$ cat config.mk
export PLATFORM = sky130hd
export DESIGN_NAME = mixlog_approx
export DESIGN_NICKNAME = d
export VERILOG_FILES = /design/src/rtl/mixlog_pkg.sv /design/src/rtl/mixlog_tracker.sv /design/src/rtl/mixlog_shifter.sv /design/src/rtl/mixlog_corr_rom.sv /design/src/rtl/mixlog_approx.sv
export SDC_FILE = /design/constraint.sdc
export NUM_CORES = 1
export LEC_CHECK = 0
export BUFFER_PORTS_ARGS = -buffer_cell sky130_fd_sc_hd__buf_2
export CELL_PAD_IN_SITES_DETAIL_PLACEMENT = 0
export CELL_PAD_IN_SITES_GLOBAL_PLACEMENT = 1
export CORE_UTILIZATION = 51
export CTS_BUF_LIST = sky130_fd_sc_hd__clkbuf_16
export DETAILED_ROUTE_END_ITERATION = 10
export GPL_TIMING_DRIVEN = 0
export PLACE_DENSITY = 0.95
export RECOVER_POWER = 50
export SLEW_MARGIN = 5
export SYNTH_ARGS = -nofsm -noshare
export SYNTH_HDL_FRONTEND = slang
export SYNTH_SLANG_ARGS = --single-unit
$ cat constraint.sdc
create_clock -name clk -period 10.7 [get_ports clk]
set_input_delay 1.605 -clock clk [delete_from_list [all_inputs] [get_ports clk]]
set_output_delay 1.605 -clock clk [all_outputs]
set_load 0.03 [all_outputs]
$ cat src/rtl/mixlog_pkg.sv
package mixlog_pkg;

    localparam int SCORE_W   = 32;
    localparam int FRAC_BITS = 15;
    localparam int M_MAX     = 6;
    localparam int MIX_W     = 3;
    localparam int LUT_DEPTH = 110;
    localparam int IDX_SHIFT = 10;
    localparam int LUT_SHIFT = 2;
    localparam int LUT_FRAC  = FRAC_BITS - LUT_SHIFT;
    localparam int LUT_W     = 14;
    localparam int IDX_W     = $clog2(LUT_DEPTH);
    localparam int DIFF_W    = SCORE_W + 1;
    localparam int FX        = 30;
    localparam longint FX_ONE = 64'sd1 <<< FX;

    typedef logic signed [SCORE_W-1:0] score_t;
    typedef logic signed [DIFF_W-1:0]  diff_t;
    typedef logic [IDX_W-1:0]          idx_t;
    typedef logic [LUT_W-1:0]          corr_t;

    typedef struct packed {
        score_t top;
        score_t next;
    } pair_t;

    typedef enum logic [1:0] {PH_IDLE, PH_INDEX, PH_CORR, PH_SUM} phase_e;

    localparam score_t SCORE_MIN = {1'b1, {(SCORE_W-1){1'b0}}};

    function automatic longint round_shift(longint v, int s);
        return (v + (64'sd1 <<< (s - 1))) >>> s;
    endfunction

    // e^x, x in Q30, Taylor series
    function automatic longint exp_fx(longint x);
        longint sum  = FX_ONE;
        longint term = FX_ONE;
        for (int n = 1; n < 40; n++) begin
            term = (term * x) >>> FX;
            term = term / n;
            sum  = sum + term;
        end
        return sum;
    endfunction

    // ln(y), y >= 1 in Q30, via 2*atanh((y-1)/(y+1))
    function automatic longint ln_fx(longint y);
        longint z    = ((y - FX_ONE) <<< FX) / (y + FX_ONE);
        longint zsq  = (z * z) >>> FX;
        longint term = z;
        longint sum  = 0;
        for (int k = 0; k < 40; k++) begin
            sum  = sum + term / (2 * k + 1);
            term = (term * zsq) >>> FX;
        end
        return 2 * sum;
    endfunction

    // ln(M/2) expressed in table steps
    function automatic int idx_offset(int m);
        if (m < 2) return 0;
        return int'(round_shift(ln_fx(longint'(m) * (FX_ONE / 2)), FX - FRAC_BITS + IDX_SHIFT));
    endfunction

    localparam int IDX_ZERO = LUT_DEPTH - 1 - idx_offset(M_MAX);

    // table word j: ln(1+e^A) at A = (j - IDX_ZERO) steps, Q(LUT_FRAC)
    function automatic longint softplus_entry(int j);
        int     jc = (j > LUT_DEPTH - 1) ? LUT_DEPTH - 1 : j;
        longint a  = longint'(jc - IDX_ZERO) <<< (FX - FRAC_BITS + IDX_SHIFT);
        return round_shift(ln_fx(FX_ONE + exp_fx(a)), FX - LUT_FRAC);
    endfunction

endpackage

$ cat src/rtl/mixlog_tracker.sv
module mixlog_tracker
    import mixlog_pkg::*;
(
    input  logic   clk,
    input  logic   rst,
    input  logic   clear,
    input  logic   valid,
    input  score_t score,
    output pair_t  best
);
    pair_t base, nxt;

    always_comb begin
        base = clear ? '{top: SCORE_MIN, next: SCORE_MIN} : best;
        nxt  = base;
        if (valid) begin
            if (score > base.top) begin
                nxt.top  = score;
                nxt.next = base.top;
            end else if (score > base.next) begin
                nxt.next = score;
            end
        end
    end

    always_ff @(posedge clk) begin
        if (rst)                best <= '{top: SCORE_MIN, next: SCORE_MIN};
        else if (clear || valid) best <= nxt;
    end

    // the kept maximum never falls below the runner-up
    assert_order_R2: assert property (@(posedge clk) disable iff (rst)
        best.top >= best.next);

endmodule

$ cat src/rtl/mixlog_shifter.sv
module mixlog_shifter
    import mixlog_pkg::*;
#(
    parameter int RIGHT_AMT = IDX_SHIFT,
    parameter int LEFT_AMT  = LUT_SHIFT
) (
    input  diff_t operand,
    input  logic  go_left,
    output diff_t shifted
);
    always_comb begin
        if (go_left) shifted = operand <<< LEFT_AMT;
        else         shifted = operand >>> RIGHT_AMT;
    end
endmodule

$ cat src/rtl/mixlog_corr_rom.sv
module mixlog_corr_rom
    import mixlog_pkg::*;
(
    input  idx_t  idx,
    output corr_t corr
);
    localparam int SLOTS = 2 ** IDX_W;

    corr_t words [SLOTS];

    for (genvar j = 0; j < SLOTS; j++) begin : g_word
        localparam longint VAL = softplus_entry(j);
        assign words[j] = corr_t'(VAL);
    end

    assign corr = words[idx];
endmodule

$ cat src/rtl/mixlog_approx.sv
module mixlog_approx
    import mixlog_pkg::*;
(
    input  logic                      clk,
    input  logic                      rst,
    input  logic                      start,
    input  logic                      score_valid,
    input  logic                      score_last,
    input  logic signed [SCORE_W-1:0] score,
    input  logic [MIX_W-1:0]          mix_count,
    output logic signed [SCORE_W-1:0] result,
    output logic                      done
);
    localparam int MSLOTS = 2 ** MIX_W;

    pair_t            best;
    phase_e           phase;
    logic [MIX_W-1:0] mix_q, m_eff;
    idx_t             k_tab [MSLOTS];
    idx_t             idx_q;
    corr_t            rom_word;
    diff_t            gap, sh_in, sh_out, idx_sum;
    score_t           corr_q;
    logic             m_single;

    mixlog_tracker u_track (
        .clk   (clk),
        .rst   (rst),
        .clear (start),
        .valid (score_valid),
        .score (score),
        .best  (best)
    );

    always_ff @(posedge clk) begin
        if (rst)        mix_q <= '0;
        else if (start) mix_q <= mix_count;
    end

    assign m_eff    = (mix_q > MIX_W'(M_MAX)) ? MIX_W'(M_MAX) : mix_q;
    assign m_single = (m_eff <= MIX_W'(1));

    for (genvar m = 0; m < MSLOTS; m++) begin : g_koff
        localparam int MC = (m > M_MAX) ? M_MAX : m;
        assign k_tab[m] = idx_t'(idx_offset(MC));
    end

    // phase sequencing after the last score
    always_ff @(posedge clk) begin
        if (rst) phase <= PH_IDLE;
        else begin
            case (phase)
                PH_IDLE:  if (score_valid && score_last) phase <= PH_INDEX;
                PH_INDEX: phase <= PH_CORR;
                PH_CORR:  phase <= PH_SUM;
                default:  phase <= PH_IDLE;
            endcase
        end
    end

    // shared shifter: gap to the right while indexing, table word to the left after
    assign gap   = diff_t'(best.next) - diff_t'(best.top);
    assign sh_in = (phase == PH_CORR) ? diff_t'({1'b0, rom_word}) : gap;

    mixlog_shifter u_shift (
        .operand (sh_in),
        .go_left (phase == PH_CORR),
        .shifted (sh_out)
    );

    assign idx_sum = sh_out + diff_t'(IDX_ZERO) + diff_t'({1'b0, k_tab[m_eff]});

    always_ff @(posedge clk) begin
        if (rst) idx_q <= '0;
        else if (phase == PH_INDEX) begin
            if (idx_sum < 0)                            idx_q <= '0;
            else if (idx_sum > diff_t'(LUT_DEPTH - 1)) idx_q <= idx_t'(LUT_DEPTH - 1);
            else                                        idx_q <= idx_sum[IDX_W-1:0];
        end
    end

    mixlog_corr_rom u_rom (
        .idx  (idx_q),
        .corr (rom_word)
    );

    always_ff @(posedge clk) begin
        if (rst) corr_q <= '0;
        else if (phase == PH_CORR) corr_q <= m_single ? '0 : sh_out[SCORE_W-1:0];
    end

    always_ff @(posedge clk) begin
        if (rst) begin
            result <= '0;
            done   <= 1'b0;
        end else begin
            done <= (phase == PH_SUM);
            if (phase == PH_SUM) result <= best.top + corr_q;
        end
    end

    // completion is a single-cycle pulse
    assert_single_pulse_R7: assert property (@(posedge clk) disable iff (rst)
        done |=> !done);

    // the registered index never leaves the table
    assert_idx_in_table_R5: assert property (@(posedge clk) disable iff (rst)
        (phase == PH_CORR) |-> (idx_q <= idx_t'(LUT_DEPTH - 1)));

    // one mixture or fewer gives the bare maximum
    assert_single_mix_exact_R6: assert property (@(posedge clk) disable iff (rst)
        (phase == PH_SUM && m_single) |=> (result == $past(best.top)));

    // the correction never lowers the maximum
    assert_result_floor_R2: assert property (@(posedge clk) disable iff (rst)
        (phase == PH_SUM) |=> (result >= $past(best.top)));

endmodule

==> results.yml, run 1 <==
clocking:
  cts_setup_buffers: 0
  cts_buffers: 17
  cts_hold_repair.buffers: 0
  path_clk_slew_ps: 70
  clock_insertion_delay_worst_skew_ps: 440
  htreeDepth: 4
  clock_sinks: 133
  tritoncts: "built"
  cts_resized: 0
  cts.root.buffer_cell: "clkbuf_16"
  ctsLongestPathBuffers: 2
floorplanning:
  initial_core_util: 0.523
  io_pins: 73
  die_width_um: 160
  die_area_mm2: 0.0256
  die_h_um: 160
  total_core_area_mm2: 0.0244
  core.rowCount: 57
finish:
  drive_above_1_share: 0.0759
  layout.cells.most_common: "nor2_1"
  area_delta_synth_final_pct: 10.4
  final_area_mm2: 0.0141
  layout_common_cells: "nor2_1, ha_1, nand2_1"
  finish.net_count: 1939
  stdcell_count: 2077
  insertedDiodeCount: 0
power_and_ir_drop:
  leakagePower_nw: 5.83
  max-vdd-ir-drop_mv: 0.110
  power_density_mw_per_mm2: 153
synthesis:
  post_synth_arst_share: 0
  ys.warnings.count: 0
  synth_area_mm2: 0.0127
  synthesized_area_divided_by_synthesized_cell_count_um2: 7.73
  synth.lib_cells_used.distinct: 91
  synth_enable_flop_cells: 0
  synth_largest_type_area_fraction: 0.209
  synth_ff_type: "dfxtp_1"
  netlist.top_cell.by_area: "dfxtp_1"
  syn_nets: 1848
  netlist_top_cells_area: "dfxtp_1, ha_1, a21oi_1"
  synth.yosys.seq_area_share: 0.209
  synthCells: 1649
  yosys_register_bits: 133
global_routing:
  global_route_wire_length_before_repair_mm: 68.9
  pin_count_of_the_biggest_net_entering_global_routing: 17
  global_route.overflow_total: 0
  grt_antenna_before_repair: 0
  grtUsageTotal: 0.344
  grt_pass1_vias: 12500
critical_path:
  worst_r2r_startpoint: "idx_q[1]"
  worst_path_class_setup: "reg -> reg"
  critical_path_arrival_ps: 7130
  reg2reg_setup_slack_ps: 3870
  crit_top_cell: "a21oi_1"
  critical-path-slowest-cell: "dfxtp_1"
  worst_setup_path_endpoint: "idx_q[5]"
  worst_setup_path_startpoint: "idx_q[1]"
  critical_path_cell_sequence: "inv_1 -> ha_1 -> clkbuf_1 -> nor2b_1 -> a211oi_1 -> a2111oi_0 -> o31ai_1 -> nand2_1 -> o21ai_0 -> ha_1 -> fa_1 -> a21o_1 -> a21oi_1 -> o21bai_1 -> a21oi_1 -> inv_1 -> a21oi_1 -> or2_1 -> nand4bb_1 -> nand3b_1 -> mux2i_1 -> nand4b_1 -> o31ai_4 -> o211ai_1"
  setup.worst_path.end_class: "flip-flop"
  cpPeakStageDelay_ps: 730
  critical_path.reg2reg.endpoint: "idx_q[5]"
  reg2reg_depth: 24
  worst_setup_path_start_kind: "flip-flop"
  required_time_at_the_endpoint_of_the_critical_path_ps: 11000
  worstPathMaxFanout: 12
routing:
  number_of_drc_markers_after_the_initial_detailed_route_iteration: 1408
  drt-wirelength-per-cell_um: 21.5
  vias: 13200
  via_per_inst: 6.33
  number_of_antenna_violating_nets_in_the_routed_design: 0
  drc_errors: 0
  number_of_optimization_iterations_in_the_first_detailed_route_pass: 6
  routed_wirelength_mm: 44.6
sta:
  finalSetupTns_ps: 0
  minimum_period_implied_by_the_final_worst_setup_slack_ps: 6830
  share_of_the_cycle_needed_by_the_critical_path_after_routing: 0.638
  timing_worst_slew_pin_value_ps: 1080
  slew_headroom: 0.273
  clock.fmax_mhz: 147
  timing.final.max_slew_violations: 0
  endpoints_failing_setup: 0
  fin_worst_skew_ps: 11.7
  grt_setup_unrepaired: "false"
  final-hold-violation-count: 0
placed_design:
  dpl-instance-area_mm2: 0.0135
  hpwlAfterDp_mm: 34.5
  post-place-cells: 2045
  numPortBuffers: 72
  routabilityCongestion: 1.00
run_status:
  run_status: "completed"
hold_path:
  min-delay-path-class: "reg -> reg"
run:
  maxCapViolCount: 0
[how the worst min path moves through the flow]
stage          startpoint    endpoint  slack, ps  cells after the start
2_1_floorplan  corr_q[13]  corr_q[13]        430                      2
6_report        result[1]   result[1]        480                      2
4_1_cts        corr_q[22]  corr_q[22]        470                      1
5_1_grt        corr_q[20]  corr_q[20]        490                      1
3_3_place_gp   corr_q[21]  corr_q[21]        450                      1
3_5_place_dp   corr_q[22]  corr_q[22]        450                      1
[synth_stat cells, types with 33 or more instances]
| cell | number |
|---|---|
| o21a_1 | 33 |
| a21o_1 | 46 |
| mux2i_1 | 41 |
| dfxtp_1 | 133 |
| clkbuf_1 | 64 |
| inv_1 | 87 |
| nand2b_1 | 78 |
| ha_1 | 157 |
| nor2_1 | 163 |
| a21oi_1 | 139 |
| nand2_1 | 141 |
| o21ai_0 | 70 |
[final cells by class]
type,count,area [µm²]
inverters,88,330
multi-input cells,1332,9300
well taps,324,405
repair buffers,72,318
flip-flops and latches,133,2660
clock buffers,17,425
clock inverters,15,185
fillers,2333,10300
plain buffers,96,442
[through the flow]
step           hold WS, ps  utilization  total power, W  worst slack, ps
5_1_grt                493        0.577         0.00225             3420
3_3_place_gp           448        0.554         0.00149             3990
6_report               477        0.577         0.00215             3870
4_1_cts                475        0.579         0.00212             4000
2_1_floorplan          429            -         0.00123             5520
3_5_place_dp           453        0.554         0.00149             4110
[report_power, final]
group          leakage [nW]  internal [W]  total, W  switching (W)
Sequential             1.08      0.000518  0.000552      0.0000344
Clock                 0.296      0.000355  0.000630       0.000275
Combinational          4.45      0.000361  0.000971       0.000610
Total                  5.83       0.00123   0.00215       0.000920
[flip-flops by register name, summed over array words and instances, names as in the netlist]
name	count
corr_q	24
done	1
idx_q	7
mix_q	3
phase	2
result	32
u_track.best	64
[per-layer routing]
layer  track usage  vias to the layer above  share of wire  wire length [µm]
met2         0.547                      632           0.44             19500
met1         0.447                     6193           0.43             19100
li1              -                     6192              -                 -
met4         0.174                        0          0.046              2060
met5             0                        -              0                 0
met3        0.0600                      136          0.087              3860
[worst max-delay path: cells and delay by family, from the launching register on]
family | cells | cell delay (ps)
flip-flops | 1 | 730
multiplexers | 1 | 80
buffers and inverters | 3 | 970
AO/OA/AOI/OAI | 11 | 2350
adder cells (fa/ha/maj) | 3 | 1350
AND/OR/NAND/NOR | 6 | 1210
[logic make-up (layout without fill, tap and decap cells)]
kind of cell             count (synthesis)  after routing  share of synthesized area
AND/OR/NAND/NOR                        573            573                      0.223
AO/OA/AOI/OAI                          505            505                      0.277
buffers and inverters                  184            288                     0.0609
adder cells (fa/ha/maj)                159            159                      0.157
flip-flops                             133            133                      0.209
multiplexers                            49             49                     0.0419
XOR/XNOR                                46             46                     0.0316
No activity file was read; power rests on OpenSTA's default activity.
==> run 2: changes to the inputs <==
--- a/config.mk
+++ b/config.mk
@@ -8,11 +8,11 @@
 export BUFFER_PORTS_ARGS = -buffer_cell sky130_fd_sc_hd__buf_2
 export CELL_PAD_IN_SITES_DETAIL_PLACEMENT = 0
 export CELL_PAD_IN_SITES_GLOBAL_PLACEMENT = 1
-export CORE_UTILIZATION = 51
+export CORE_UTILIZATION = 47
 export CTS_BUF_LIST = sky130_fd_sc_hd__clkbuf_16
 export DETAILED_ROUTE_END_ITERATION = 10
 export GPL_TIMING_DRIVEN = 0
-export PLACE_DENSITY = 0.95
+export PLACE_DENSITY = 0.91
 export RECOVER_POWER = 50
 export SLEW_MARGIN = 5
 export SYNTH_ARGS = -nofsm -noshare
==> constraint.sdc (replaced) <==
create_clock -name clk -period 7 [get_ports clk]
set_input_delay 1.05 -clock clk [delete_from_list [all_inputs] [get_ports clk]]
set_output_delay 1.05 -clock clk [all_outputs]
set_load 0.03 [all_outputs]
==> results.yml, run 2 (synthesis results as in run 1) <==
finish:
  largest_register_ff_count: 64
  register_area_mm2: 0.00266
  top_register: "u_track.best"
  layout.cells.most_common: "nor2_1"
  nFillCells: 2584
  multi_input_area_mm2: 0.00931
  area_delta_synth_final_pct: 10.2
  layout_top_registers: "u_track.best x64, result x32, corr_q x24"
  finish.net_count: 1938
  layout_common_cells: "nor2_1, ha_1, nand2_1"
  stdcell_count: 2088
  drive_above_1_share: 0.0776
clocking:
  cts_buffers: 17
  cts_setup_buffers: 0
  tritoncts: "built"
  cts_hold_repair.buffers: 0
  cts.root.buffer_cell: "clkbuf_16"
  cts_resized: 0
  clock_insertion_delay_worst_skew_ps: 440
  ctsLongestPathBuffers: 2
  path_clk_slew_ps: 70
  clock_sinks: 133
  htreeDepth: 4
sta:
  clock.fmax_mhz: 149
  fin_worst_skew_ps: 16.9
  minimum_period_implied_by_the_final_worst_setup_slack_ps: 6700
  share_of_the_cycle_needed_by_the_critical_path_after_routing: 0.957
  finalSetupTns_ps: 0
  endpoints_failing_setup: 0
  grt_setup_unrepaired: "false"
  final-hold-violation-count: 0
  timing.final.max_slew_violations: 0
  timing_worst_slew_pin_value_ps: 1200
  slew_headroom: 0.191
global_routing:
  grtUsageTotal: 0.321
  global_route.overflow_total: 0
  pin_count_of_the_biggest_net_entering_global_routing: 17
  global_route_wire_length_before_repair_mm: 69.6
  grt_antenna_before_repair: 0
  grt_pass1_vias: 12500
routing:
  via_per_inst: 6.31
  drt-wirelength-per-cell_um: 21.5
  dr_wl_met2_mm: 19.4
  vias: 13200
  routed_wirelength_mm: 44.9
  drc_errors: 0
  number_of_optimization_iterations_in_the_first_detailed_route_pass: 6
  route.met3.wl_mm: 3.72
  met1_wire_length_mm: 19.7
  top_layer: "met4"
  number_of_drc_markers_after_the_initial_detailed_route_iteration: 1484
  number_of_antenna_violating_nets_in_the_routed_design: 0
floorplanning:
  die_area_mm2: 0.0278
  io_pins: 73
  core.rowCount: 59
  total_core_area_mm2: 0.0264
  die_h_um: 167
  die_width_um: 167
  initial_core_util: 0.484
critical_path:
  worst_setup_path_start_kind: "flip-flop"
  worst_path_class_setup: "reg -> reg"
  cpPeakStageDelay_ps: 490
  worstPathMaxFanout: 10
  critical-path-slowest-cell: "fa_1"
  critical_path_arrival_ps: 7000
  crit_top_cell: "a21oi_1"
  setup.worst_path.end_class: "flip-flop"
  required_time_at_the_endpoint_of_the_critical_path_ps: 7310
placed_design:
  hpwlAfterDp_mm: 35.2
  routabilityCongestion: 0.996
  numPortBuffers: 72
  post-place-cells: 2056
power_and_ir_drop:
  max-vdd-ir-drop_mv: 0.165
  leakagePower_nw: 5.82
  power_density_mw_per_mm2: 228
hold_path:
  min-delay-path-class: "reg -> reg"
run_status:
  run_status: "completed"
run:
  maxCapViolCount: 0
## run 2: changes by cell type in the layout (fill, tap and decap cells not counted), sizes merged
cell	delta
diode	+1
bufinv	-2
clkbuf	-1
clkinv	+4
inv	-2
## run 2: final cells by class
cell class,instances,share of cell area
Inverter,88,0.0235
Clock buffer,17,0.0303
Sequential cell,133,0.190
Clock inverter,15,0.00989
Tap cell,335,0.0298
Timing Repair Buffer,72,0.0226
Antenna cell,1,0.000178
Multi-Input combinational cell,1332,0.663
Buffer,95,0.0314
## run 2: layer usage
layer / vias up / track usage
met1: 6235 / 0.423
li1: 6209 / -
met4: 0 / 0.169
met5: - / 0
met2: 608 / 0.496
met3: 117 / 0.0608
## run 2: power breakdown
group	total, W	internal [W]	switching (W)
clock network	0.000880	0.000468	0.000412
logic	0.00149	0.000551	0.000935
registers	0.000841	0.000791	0.0000502
total	0.00321	0.00181	0.00140
## run 2: final timing paths
path / startpoint / endpoint / slack, ps / depth (start not counted)
min: corr_q[21] / corr_q[21] / 470 / 1
min reg2reg: corr_q[21] / corr_q[21] / 470 / 1
max reg2reg: idx_q[3] / idx_q[5] / 300 / 27
max: idx_q[3] / idx_q[5] / 300 / 27
## run 2: through the flow
| stage | hold slack, ps | utilization | total power [W] | setup slack, ps | cell area (µm²) |
|---|---|---|---|---|---|
| 2_1_floorplan | 429 | - | 0.00188 | 1820 | 12700 |
| 3_3_place_gp | 446 | 0.513 | 0.00228 | 302 | 13500 |
| 3_5_place_dp | 452 | 0.513 | 0.00229 | 291 | 13500 |
| 4_1_cts | 468 | 0.535 | 0.00317 | 249 | 14100 |
| 5_1_grt | 491 | 0.533 | 0.00337 | 35.3 | 14000 |
| 6_report | 466 | 0.533 | 0.00321 | 303 | 14000 |
## run 2: critical path, delay by kind of cell, from the launching register on
family,cells,cell delay [ps]
fa+ha+maj,2,860
flops,1,470
mux,1,70
simple gates,5,890
compound gates,12,2320
buf+inv,7,1930
